<file path="config.mk">
export PLATFORM = sky130hd
export DESIGN_NAME = cfg_sequencer
export DESIGN_NICKNAME = d
export VERILOG_FILES = /design/src/rtl/cfg_seq_pkg.sv /design/src/rtl/cfg_start_detect.sv /design/src/rtl/cfg_phase_timer.sv /design/src/rtl/cfg_seq_fsm.sv /design/src/rtl/cfg_sequencer.sv
export SDC_FILE = /design/constraint.sdc
export NUM_CORES = 1
export LEC_CHECK = 0
export ABC_AREA = 1
export BUFFER_PORTS_ARGS = -buffer_cell sky130_fd_sc_hd__buf_2
export CAP_MARGIN = 20
export CORE_MARGIN = 5
export CORE_UTILIZATION = 46
export CTS_CLUSTER_DIAMETER = 60
export CTS_CLUSTER_SIZE = 12
export DETAILED_ROUTE_END_ITERATION = 6
export GPL_ROUTABILITY_DRIVEN = 0
export HOLD_SLACK_MARGIN = 0.05
export PLACE_DENSITY = 0.81
export SKIP_CTS_REPAIR_TIMING = 1
export SLEW_MARGIN = 25
export SYNTH_ARGS = -nofsm -noshare
export SYNTH_HDL_FRONTEND = slang
export SYNTH_SLANG_ARGS = --single-unit
</file>
<file path="constraint.sdc">
create_clock -name clk -period 1.3 [get_ports clk]
set_clock_uncertainty 0.1 [all_clocks]
set_input_delay 0.065 -clock clk [delete_from_list [all_inputs] [get_ports clk]]
set_output_delay 0.065 -clock clk [all_outputs]
set_load 0.1 [all_outputs]
</file>
<file path="src/rtl/cfg_seq_pkg.sv">
// Shared types for the configuration start-up sequencer.
// Holds the phase encoding and the decode of the captured mode value.
package cfg_seq_pkg;

    localparam int MODE_W = 3;

    typedef enum logic [2:0] {
        ST_IDLE,
        ST_INIT_CLEAR,
        ST_INIT_WAIT,
        ST_CONFIG,
        ST_WAKEUP,
        ST_EXTRA_CLK,
        ST_USER
    } seq_state_e;

    typedef struct packed {
        logic master;   // block sources the configuration clock
        logic spi;      // configuration data comes from SPI flash
    } mode_attr_t;

    // Map a mode value to its clock-source and data-port attributes.
    function automatic mode_attr_t decode_mode(input logic [MODE_W-1:0] m);
        mode_attr_t a;
        a.spi    = (m == 3'b010) || (m == 3'b011);
        a.master = (m == 3'b001) || a.spi;
        return a;
    endfunction

endpackage

</file>
<file path="src/rtl/cfg_start_detect.sv">
// Start-event detector.
// Turns a rising power-on-release level or a falling program request into a
// one-cycle start pulse. The program request is masked while boundary-scan
// access is active. Assumes both inputs are already synchronous to clk.
module cfg_start_detect (
    input  logic clk,
    input  logic rst_n,
    input  logic por_done,
    input  logic prog_n,
    input  logic jtag_active,
    output logic start,
    output logic prog_hold
);

    logic por_q;
    logic prog_q;

    // Keep last-cycle copies of both request inputs for edge detection.
    always_ff @(posedge clk) begin
        if (!rst_n) begin
            por_q  <= 1'b0;
            prog_q <= 1'b1;
        end else begin
            por_q  <= por_done;
            prog_q <= prog_n;
        end
    end

    // Form the start pulse and the stretch request for the clear phase.
    always_comb begin
        start     = (por_done && !por_q) || (!prog_n && prog_q && !jtag_active);
        prog_hold = !prog_n && !jtag_active;
    end

    // a masked program request never produces a start on its own
    p_jtag_mask_r3: assert property (@(posedge clk) disable iff (!rst_n)
        (jtag_active && !(por_done && !por_q)) |-> !start);

endmodule

</file>
<file path="src/rtl/cfg_phase_timer.sv">
// Saturating phase timer.
// Counts cycles spent in a timed phase and flags the last one. It restarts
// from zero while clr is high. Assumes target is at least 1.
module cfg_phase_timer #(
    parameter int CNT_W = 8
) (
    input  logic             clk,
    input  logic             rst_n,
    input  logic             clr,
    input  logic [CNT_W-1:0] target,
    output logic             hit
);

    logic [CNT_W-1:0] cnt_q;

    // Flag the final cycle of the phase.
    always_comb hit = (cnt_q == target - 1'b1);

    // Count up while running, stop at the final value, restart on clr.
    always_ff @(posedge clk) begin
        if (!rst_n) begin
            cnt_q <= '0;
        end else if (clr) begin
            cnt_q <= '0;
        end else if (!hit) begin
            cnt_q <= cnt_q + 1'b1;
        end
    end

    // the count never runs past the phase length
    p_cnt_in_range_r5: assert property (@(posedge clk) disable iff (!rst_n)
        cnt_q < target || clr);

endmodule

</file>
<file path="src/rtl/cfg_seq_fsm.sv">
// Start-up phase controller.
// Walks through clear, INITN wait, configuration, DONE wait, extra clocks and
// user mode. It captures the mode at each start and latches configuration
// errors. Assumes the line levels are already synchronous to clk.
module cfg_seq_fsm
    import cfg_seq_pkg::*;
#(
    parameter int CNT_W        = 8,
    parameter int CLEAR_CYCLES = 4,
    parameter int EXTRA_CYCLES = 100
) (
    input  logic              clk,
    input  logic              rst_n,
    input  logic              start,
    input  logic              prog_hold,
    input  logic [MODE_W-1:0] mode_sel,
    input  logic              cfg_error,
    input  logic              done_bit,
    input  logic              initn_in,
    input  logic              done_in,
    input  logic              timer_hit,
    output seq_state_e        state_q,
    output logic              err_q,
    output mode_attr_t        attr_q,
    output logic              timer_clr,
    output logic [CNT_W-1:0]  timer_target
);

    seq_state_e state_d;
    logic       err_d;

    // Choose the next phase from the current phase and the handshake inputs.
    always_comb begin
        state_d = state_q;
        err_d   = err_q;
        if (start) begin
            state_d = ST_INIT_CLEAR;
            err_d   = 1'b0;
        end else begin
            unique case (state_q)
                ST_IDLE:       state_d = ST_IDLE;
                ST_INIT_CLEAR: if (timer_hit && !prog_hold) state_d = ST_INIT_WAIT;
                ST_INIT_WAIT:  if (initn_in) state_d = ST_CONFIG;
                ST_CONFIG: begin
                    if (err_q || cfg_error) begin
                        err_d = 1'b1;
                    end else if (done_bit && initn_in && !prog_hold) begin
                        state_d = ST_WAKEUP;
                    end
                end
                ST_WAKEUP:     if (done_in) state_d = attr_q.master ? ST_EXTRA_CLK : ST_USER;
                ST_EXTRA_CLK:  if (timer_hit) state_d = ST_USER;
                ST_USER:       state_d = ST_USER;
                default:       state_d = ST_IDLE;
            endcase
        end
    end

    // Register the phase, the error latch and the captured mode.
    always_ff @(posedge clk) begin
        if (!rst_n) begin
            state_q <= ST_IDLE;
            err_q   <= 1'b0;
            attr_q  <= '0;
        end else begin
            state_q <= state_d;
            err_q   <= err_d;
            if (start) attr_q <= decode_mode(mode_sel);
        end
    end

    // Restart the timer outside timed phases and on every start event.
    always_comb begin
        timer_clr    = start || !((state_q == ST_INIT_CLEAR) || (state_q == ST_EXTRA_CLK));
        timer_target = (state_q == ST_EXTRA_CLK) ? CNT_W'(EXTRA_CYCLES) : CNT_W'(CLEAR_CYCLES);
    end

    // a held program request keeps the clear phase running
    p_clear_stretch_r5: assert property (@(posedge clk) disable iff (!rst_n)
        (state_q == ST_INIT_CLEAR && prog_hold && !start) |=> state_q == ST_INIT_CLEAR);

    // a low INITN line blocks entry to configuration
    p_initn_stall_r6: assert property (@(posedge clk) disable iff (!rst_n)
        (state_q == ST_INIT_WAIT && !initn_in && !start) |=> state_q == ST_INIT_WAIT);

    // a latched error holds the block in configuration
    p_err_latched_r7: assert property (@(posedge clk) disable iff (!rst_n)
        (state_q == ST_CONFIG && err_q && !start) |=> (state_q == ST_CONFIG && err_q));

    // a low DONE line blocks wake-up
    p_done_stall_r9: assert property (@(posedge clk) disable iff (!rst_n)
        (state_q == ST_WAKEUP && !done_in && !start) |=> state_q == ST_WAKEUP);

endmodule

</file>
<file path="src/rtl/cfg_sequencer.sv">
// Configuration start-up sequencer, top level.
// Connects start detection, the phase controller and the phase timer, and
// decodes the line, clock and chip-select controls from the phase. Shared
// lines are open drain: the block only ever pulls them low.
module cfg_sequencer
    import cfg_seq_pkg::*;
#(
    parameter int CLEAR_CYCLES = 4,
    parameter int EXTRA_CYCLES = 100
) (
    input  logic              clk,
    input  logic              rst_n,
    input  logic              por_done,
    input  logic              prog_n,
    input  logic              jtag_active,
    input  logic [MODE_W-1:0] mode_sel,
    input  logic              cfg_error,
    input  logic              done_bit,
    input  logic              initn_in,
    input  logic              done_in,
    output logic              initn_pull_low,
    output logic              done_pull_low,
    output logic              mem_clear,
    output logic              cfg_active,
    output logic              wake_done,
    output logic              mclk_en,
    output logic              mclk_dir_out,
    output logic              spi_cs_n
);

    localparam int CNT_MAX = (CLEAR_CYCLES > EXTRA_CYCLES) ? CLEAR_CYCLES : EXTRA_CYCLES;
    localparam int CNT_W   = $clog2(CNT_MAX + 1);

    if (EXTRA_CYCLES < 100 || EXTRA_CYCLES > 500) begin : g_bad_extra
        $error("EXTRA_CYCLES must lie in 100..500");
    end
    if (CLEAR_CYCLES < 1) begin : g_bad_clear
        $error("CLEAR_CYCLES must be at least 1");
    end

    logic             start;
    logic             prog_hold;
    logic             timer_hit;
    logic             timer_clr;
    logic [CNT_W-1:0] timer_target;
    seq_state_e       state_q;
    logic             err_q;
    mode_attr_t       attr_q;

    cfg_start_detect u_start (
        .clk         (clk),
        .rst_n       (rst_n),
        .por_done    (por_done),
        .prog_n      (prog_n),
        .jtag_active (jtag_active),
        .start       (start),
        .prog_hold   (prog_hold)
    );

    cfg_seq_fsm #(
        .CNT_W        (CNT_W),
        .CLEAR_CYCLES (CLEAR_CYCLES),
        .EXTRA_CYCLES (EXTRA_CYCLES)
    ) u_fsm (
        .clk          (clk),
        .rst_n        (rst_n),
        .start        (start),
        .prog_hold    (prog_hold),
        .mode_sel     (mode_sel),
        .cfg_error    (cfg_error),
        .done_bit     (done_bit),
        .initn_in     (initn_in),
        .done_in      (done_in),
        .timer_hit    (timer_hit),
        .state_q      (state_q),
        .err_q        (err_q),
        .attr_q       (attr_q),
        .timer_clr    (timer_clr),
        .timer_target (timer_target)
    );

    cfg_phase_timer #(
        .CNT_W (CNT_W)
    ) u_timer (
        .clk    (clk),
        .rst_n  (rst_n),
        .clr    (timer_clr),
        .target (timer_target),
        .hit    (timer_hit)
    );

    // Decode the external controls from the phase and the captured mode.
    always_comb begin
        logic clk_run;
        clk_run        = attr_q.master && (state_q != ST_IDLE) && (state_q != ST_USER);
        mem_clear      = (state_q == ST_INIT_CLEAR);
        initn_pull_low = (state_q == ST_INIT_CLEAR) ||
                         ((state_q == ST_CONFIG) && (err_q || cfg_error));
        done_pull_low  = (state_q == ST_INIT_CLEAR) || (state_q == ST_INIT_WAIT) ||
                         (state_q == ST_CONFIG);
        cfg_active     = (state_q == ST_INIT_CLEAR) || (state_q == ST_INIT_WAIT) ||
                         (state_q == ST_CONFIG) || (state_q == ST_WAKEUP);
        wake_done      = (state_q == ST_EXTRA_CLK) || (state_q == ST_USER);
        mclk_en        = clk_run;
        mclk_dir_out   = clk_run;
        spi_cs_n       = !((state_q == ST_CONFIG) && attr_q.spi && !err_q);
    end

    logic past_valid_q;

    // Mark cycles whose previous sample was taken out of reset.
    always_ff @(posedge clk) begin
        if (!rst_n) past_valid_q <= 1'b0;
        else        past_valid_q <= 1'b1;
    end

    // DONE is only let go after INITN, program request and done bit agree
    p_done_release_r8: assert property (@(posedge clk) disable iff (!rst_n)
        (past_valid_q && $fell(done_pull_low)) |->
            $past(done_bit && initn_in && (prog_n || jtag_active)));

    // chip-select is high outside active start-up
    p_cs_idle_high_r12: assert property (@(posedge clk) disable iff (!rst_n)
        !cfg_active |-> spi_cs_n);

    // wake-up is never reported while this block still pulls DONE low
    p_wake_after_done_r9: assert property (@(posedge clk) disable iff (!rst_n)
        wake_done |-> !done_pull_low);

endmodule

</file>
## Word level (Yosys, flattened, before mapping)

Cells that the tools add are included.

| word-level totals | value |
|---|---|
| bits in registers | 15 |
| logic and storage cells | 80 |

| operators by class | value |
|---|---|
| add/sub/neg operators | 2 |
| equal/unequal tests | 23 |
| muxes and demuxes | 10 |
| bitwise logic cells | 1 |
| reduce and logical (&&, ||, !) cells | 36 |

Operators with widths:

| kind | number |
|---|---|
| 3-bit 2-to-1 mux | 6 |
| 3-bit case mux with 6 select lines | 1 |
| 3-bit by 2-bit equality test with 1-bit output (second input constant) | 4 |
| 1-bit logical AND | 12 |
| 6-bit AND reduction | 2 |
| 1-bit logical OR | 11 |
| 3-bit equality test (second input constant) | 3 |
| 3-bit by 1-bit inequality test with 1-bit output (second input constant) | 3 |
| 3-bit by 2-bit inequality test with 1-bit output (second input constant) | 3 |
| 7-bit by 1-bit adder with 7-bit output (second input constant) | 1 |
| 7-bit equality test | 1 |
| 1-bit zero test | 7 |
| 7-bit 2-to-1 mux | 1 |
| 7-bit by 1-bit subtractor with 7-bit output (second input constant) | 1 |
| 3-bit by 1-bit equality test with 1-bit output (second input constant) | 2 |
| 2-bit by 1-bit inequality test with 1-bit output (second input constant) | 3 |
| 2-bit inequality test (second input constant) | 3 |
| 2-bit OR reduction | 2 |
| 3-bit inequality test (second input constant) | 1 |
| 3-bit nonzero test | 1 |
| 2-bit 2-to-1 mux | 1 |
| 2-bit AND reduction | 1 |
| 1-bit 2-to-1 mux | 1 |
| 1-bit NOT | 1 |

## Depth between registers and ports, before layout

| depth | value |
|---|---|
| depth after elaboration | 8 |
| depth in mapped cells | 9 |

## Cells and area by module

A second synthesis with hierarchy kept.

| second synthesis, totals | value |
|---|---|
| cells, all modules | 208 |
| area total of the unflattened synthesis | 1,275.0 µm² |

Modules (own cells, without submodules):

| module | instances | cells an instance | area each (µm²) | seq. area each (µm²) |
|---|---|---|---|---|
| cfg_phase_timer | 1 | 108 | 661.9 | 140.1 |
| cfg_seq_fsm | 1 | 70 | 432.9 | 120.1 |
| cfg_sequencer | 1 | 19 | 103.8 | 0.0 |
| cfg_start_detect | 1 | 11 | 76.3 | 40.0 |

## Worst setup path before layout

Ideal clock, no wire load.

| timing path | value |
|---|---|
| path kind | register -> output |
| from | register u_fsm.state_q[1] |
| to | output port mclk_en |
| data arrival time | 4.027 ns |
| required time | 1.135 ns |
| setup slack | -2.892 ns |
| stages on the path, launching flop included | 6 |
| buffers on the path | 1 |
| cells stage by stage | dfxtp_1 -> nor2_1 -> nor2_1 -> inv_1 -> a21oi_1 -> buf_4 |

| between the ends | value |
|---|---|
| longest elaborated chain between the ends | 3 |
| elaborated cells between the ends (all ways) | 4 |

Ends and longest elaborated chain:

| what | RTL line | text |
|---|---|---|
| from (decl) | cfg_seq_fsm.sv:22 | `output seq_state_e state_q,` |
| from (signal assigned) | cfg_seq_fsm.sv:66 | `state_q <= state_d;` |
| 3-bit nonzero test | cfg_sequencer.sv:95 | `clk_run = attr_q.master && (state_q != ST_IDLE) && (state_q != ST_USER);` |
| 1-bit logical AND | cfg_sequencer.sv:95 |  |
| 1-bit logical AND (*) | cfg_sequencer.sv:95 |  |
| to (decl) | cfg_sequencer.sv:26 | `output logic mclk_en,` |

Every way passes the cells marked *; elsewhere a longest branch is shown, timed or not.

## Worst setup path after layout

| timing path | value |
|---|---|
| from | register u_fsm.state_q[1] |
| to | output port initn_pull_low |

| between the ends | value |
|---|---|
| longest elaborated chain between the ends | 3 |
| elaborated cells between the ends (all ways) | 4 |

Ends and longest elaborated chain:

| what | RTL line | text |
|---|---|---|
| 3-bit by 2-bit equality test with 1-bit output | cfg_sequencer.sv:98 | `((state_q == ST_CONFIG) && (err_q \|\| cfg_error));` |
| 1-bit logical AND | cfg_sequencer.sv:98 |  |
| 1-bit logical OR (*) | cfg_sequencer.sv:97 | `initn_pull_low = (state_q == ST_INIT_CLEAR) \|\|` |
| to (decl) | cfg_sequencer.sv:21 | `output logic initn_pull_low,` |

Marked as above.

==> impl_summary.txt <==
----------------------------------------------------
[Yosys]
  Synthesized netlist cell count ... 130
  Count of warnings emitted by yosys ... 0
  Avg Synthesized Cell Area ... about 6.6 µm²
  Count of unique library cells instantiated by Yosys ... 24
  Flip-flop and latch count after synthesis ... 15
  Part of the Yosys area used for sequential elements ... 35.0%
  Nets in the synthesized netlist ... about 140
  Synth Cell Area ... roughly 860 µm²

[Power and ir drop]
  Overall power consumption ... 0.00132 W
  Cell-internal power ... approximately 0.00081 W
  Share of total power in sequential cells ... 37.6%
  Proportion of power drawn by combinational gates ... between 40% and 50%
  Maximum resistive drop on vdd ... 660 µV
  Power share of the clock group ... 20.7%
  NetSw ... about 0.0005 W
  Leakage ... about 0.64 nW
  Net switching share of the total power ... between 30% and 40%
  PwrDens ... between 900 and 1000 nW/µm²

[Cells and area]
  Growth of design area from synthesis to finish ... 67.5%
  Nets ... around 190
  Top library cells by usage in the layout, fill and taps aside ... nand2_1 (23), inv_1 (22), buf_4 (17)
  Diode insertion count for antenna repair ... 0
  FILL cells ... approximately 110
  Most common cell after layout, fill and taps aside ... nand2_1
  Fraction of final layout cells sized beyond drive strength 1 ... a little over two fifths

[Worst setup path]
  CP delay by family, top ... flip-flops
  Cell-by-cell listing of the critical path ... nand2_2 > nor2_4 > o21ai_2 > o21ai_4 > buf_12
  Cell with the largest stage delay on the worst path ... dfxtp_4
  CP arrival ... 1400 ps
  Worst path buffer plus inverter count ... 1
  Highest fanout seen on the critical path ... 7
  Required time of the critical path ... ~1100 ps
  Critical path class ... register to output pin
  Delay of the slowest cell on the worst path ... between 400 and 500 ps
  Crit. End Element ... output pin
  Startpoint Class ... register

[Place]
  PortBufs ... 19
  Detailed Place HPWL ... between 1500 and 2000 µm
  Worst Setup Slack post-DPL ... -78.6 ps

[Clock network]
  H-tree depth ... 1
  CTS tree ... done
  Sinks on Clock Net ... 15
  Number of buffers added by the clock tree synthesis step ... 3
  Max Buffers Root-to-Sink ... 2
  Buffer cell driving the clock tree root ... clkbuf_4
  Worst-Skew Late Latency ... slightly below 300 ps
  Clock-pin slew of the registers on the worst-case setup and hold paths ... roughly 90 ps

[Routing]
  Vias after detailed routing ... 1077
  DRC viols ... 0
  Per-cell via count in the routed design ... ~5.3
  Aggregate routed wire length ... between 2000 and 3000 µm
  Number of DRC markers after the initial detailed-route iteration ... 55
  TritonRoute pass-1 iters ... 6
  Detailed-route wire length per cell ... between 10 and 15 µm
  Number of routed nets with antenna violations ... 0

[Hold path]
  Class of the tightest hold or removal check ... primary input to register

[STA]
  Maximum achievable frequency ... around 640 MHz
  Setup-violating endpoint count in the final report ... 19
  Number of endpoints with negative hold slack in the final report ... 0
  Period Utilization, post-route ... 121%
  RSZ-0062 raised after global routing ... yes
  Worst rel slew slack ... about four fifths
  Final WS setup ... -268 ps
  Minimum clock period after layout ... between 1500 and 2000 ps
  Final Slew Violations ... 0
  Slew at the pin closest to its max-slew limit ... 303 ps

[Floorplanning]
  Boundary Pins ... 20
  Placeable core area ... roughly 1700 µm²
  Chip Width ... 53.2 µm
  Initial standard-cell utilization of the core ... approximately 49%
  Number of core rows ... 15
  DIE AREA ... between 2000 and 3000 µm²
  Floorplan die height ... 53.2 µm

[GRT]
  Overall routing resource usage ... around 16%
  Antenna violations before repair ... 0
  Aggregate global routing overflow ... 0
  Largest net degree at the start of global routing ... 10
  Global-route wire length before repair ... about 3500 µm
  Number of global-route vias before repair ... approximately 890

[Outcome]
  Status ... complete, but fails checks
  Violated checks ... negative setup slack

[Run]
  Max Cap Violations ... 0

----------------------------------------------------
## power by group through the flow
stage          registers [W]  clock network, W  logic, W
5_1_grt             0.000498          0.000286  0.000575
2_1_floorplan       0.000499                 0  0.000310
3_5_place_dp        0.000503                 0  0.000475
6_report            0.000496          0.000272  0.000550
3_3_place_gp        0.000501                 0  0.000466
4_1_cts             0.000492          0.000266  0.000476
## worst register-to-register path: cells and delay by family (launching register included)
kind            cells  cell delay [ps]
flops               1              360
buf+inv             2              230
simple gates        4              560
compound gates      1              150
## final cells by class
| type | count | area (µm²) | share of cell area, % |
|---|---|---|---|
| Timing Repair Buffer | 46 | 447 | 31.1 |
| Tap cell | 25 | 31.3 | 2.18 |
| Sequential cell | 15 | 314 | 21.8 |
| Multi-Input combinational cell | 87 | 519 | 36.1 |
| Clock buffer | 4 | 26.3 | 1.83 |
| Inverter | 26 | 100 | 6.96 |
## registers in the layout (all words and copies together) (netlist names)
name and cells:
u_start.prog_q 1, u_fsm.attr_q 2, u_fsm.state_q 3, u_fsm.err_q 1, u_timer.cnt_q 7, u_start.por_q 1
## kinds of logic (layout without fill, tap and decap cells)
logic type | count (synthesis) | count (layout) | share of synthesized area [%]
buffers and inverters | 28 | 76 | 13.1
AND/OR/NAND/NOR | 62 | 62 | 33.4
flip-flops | 15 | 15 | 35.0
XOR/XNOR | 2 | 2 | 2.04
adder cells (fa/ha/maj) | 1 | 1 | 1.46
AO/OA/AOI/OAI | 22 | 22 | 15.0
## routing by layer
metal  share of wire (%)  global-route usage [%]
met2                  49                    28.9
met3                 7.4                    3.66
met4                 3.4                    5.53
met5                   0                       0
met1                  40                    19.2
## cell usage after synthesis (all sizes together)
cell type  count  share of area (%)
nand3b         1               0.87
nand2         32                 15
or2            1               0.73
nor3           2                1.2
a21oi         10                7.1
ha             1                1.5
nand4          2                1.5
nand3         10                6.4
inv           26                 11
dfxtp         15                 35
xor2           1                1.0
o21a           1               0.87
o21ai         10                6.3
buf            2                1.7
xnor2          1                1.0
nor2          14                7.6
o22ai          1               0.73
## per-stage QoR
stage / util [%] / setup TNS (ps) / hold WS, ps / instances / cell area [µm²]
4_1_cts: 72.4 / -2430 / -119 / 190 / 1260
5_1_grt: 82.4 / -4110 / 73.1 / 203 / 1440
3_3_place_gp: 70.9 / -62.9 / 164 / 186 / 1240
6_report: 82.4 / -2850 / 43.7 / 203 / 1440
3_5_place_dp: 70.9 / -276 / 175 / 186 / 1240
2_1_floorplan: - / -3280 / 33.7 / 130 / 917
## final timing paths
check | slack, ps | start | depth (start not counted) | to
hold / removal | 40 | cfg_error | 3 | u_fsm.err_q$_SDFFE_PP0P_
hold reg to reg | 410 | u_fsm.err_q$_SDFFE_PP0P_ | 2 | u_fsm.err_q$_SDFFE_PP0P_
setup reg to reg | -160 | u_fsm.state_q[2]$_SDFFE_PP0P_ | 7 | u_fsm.state_q[2]$_SDFFE_PP0P_
setup / recovery | -270 | u_fsm.state_q[1]$_SDFFE_PP0P_ | 5 | initn_pull_low
Power figures use the tool's default switching activity.
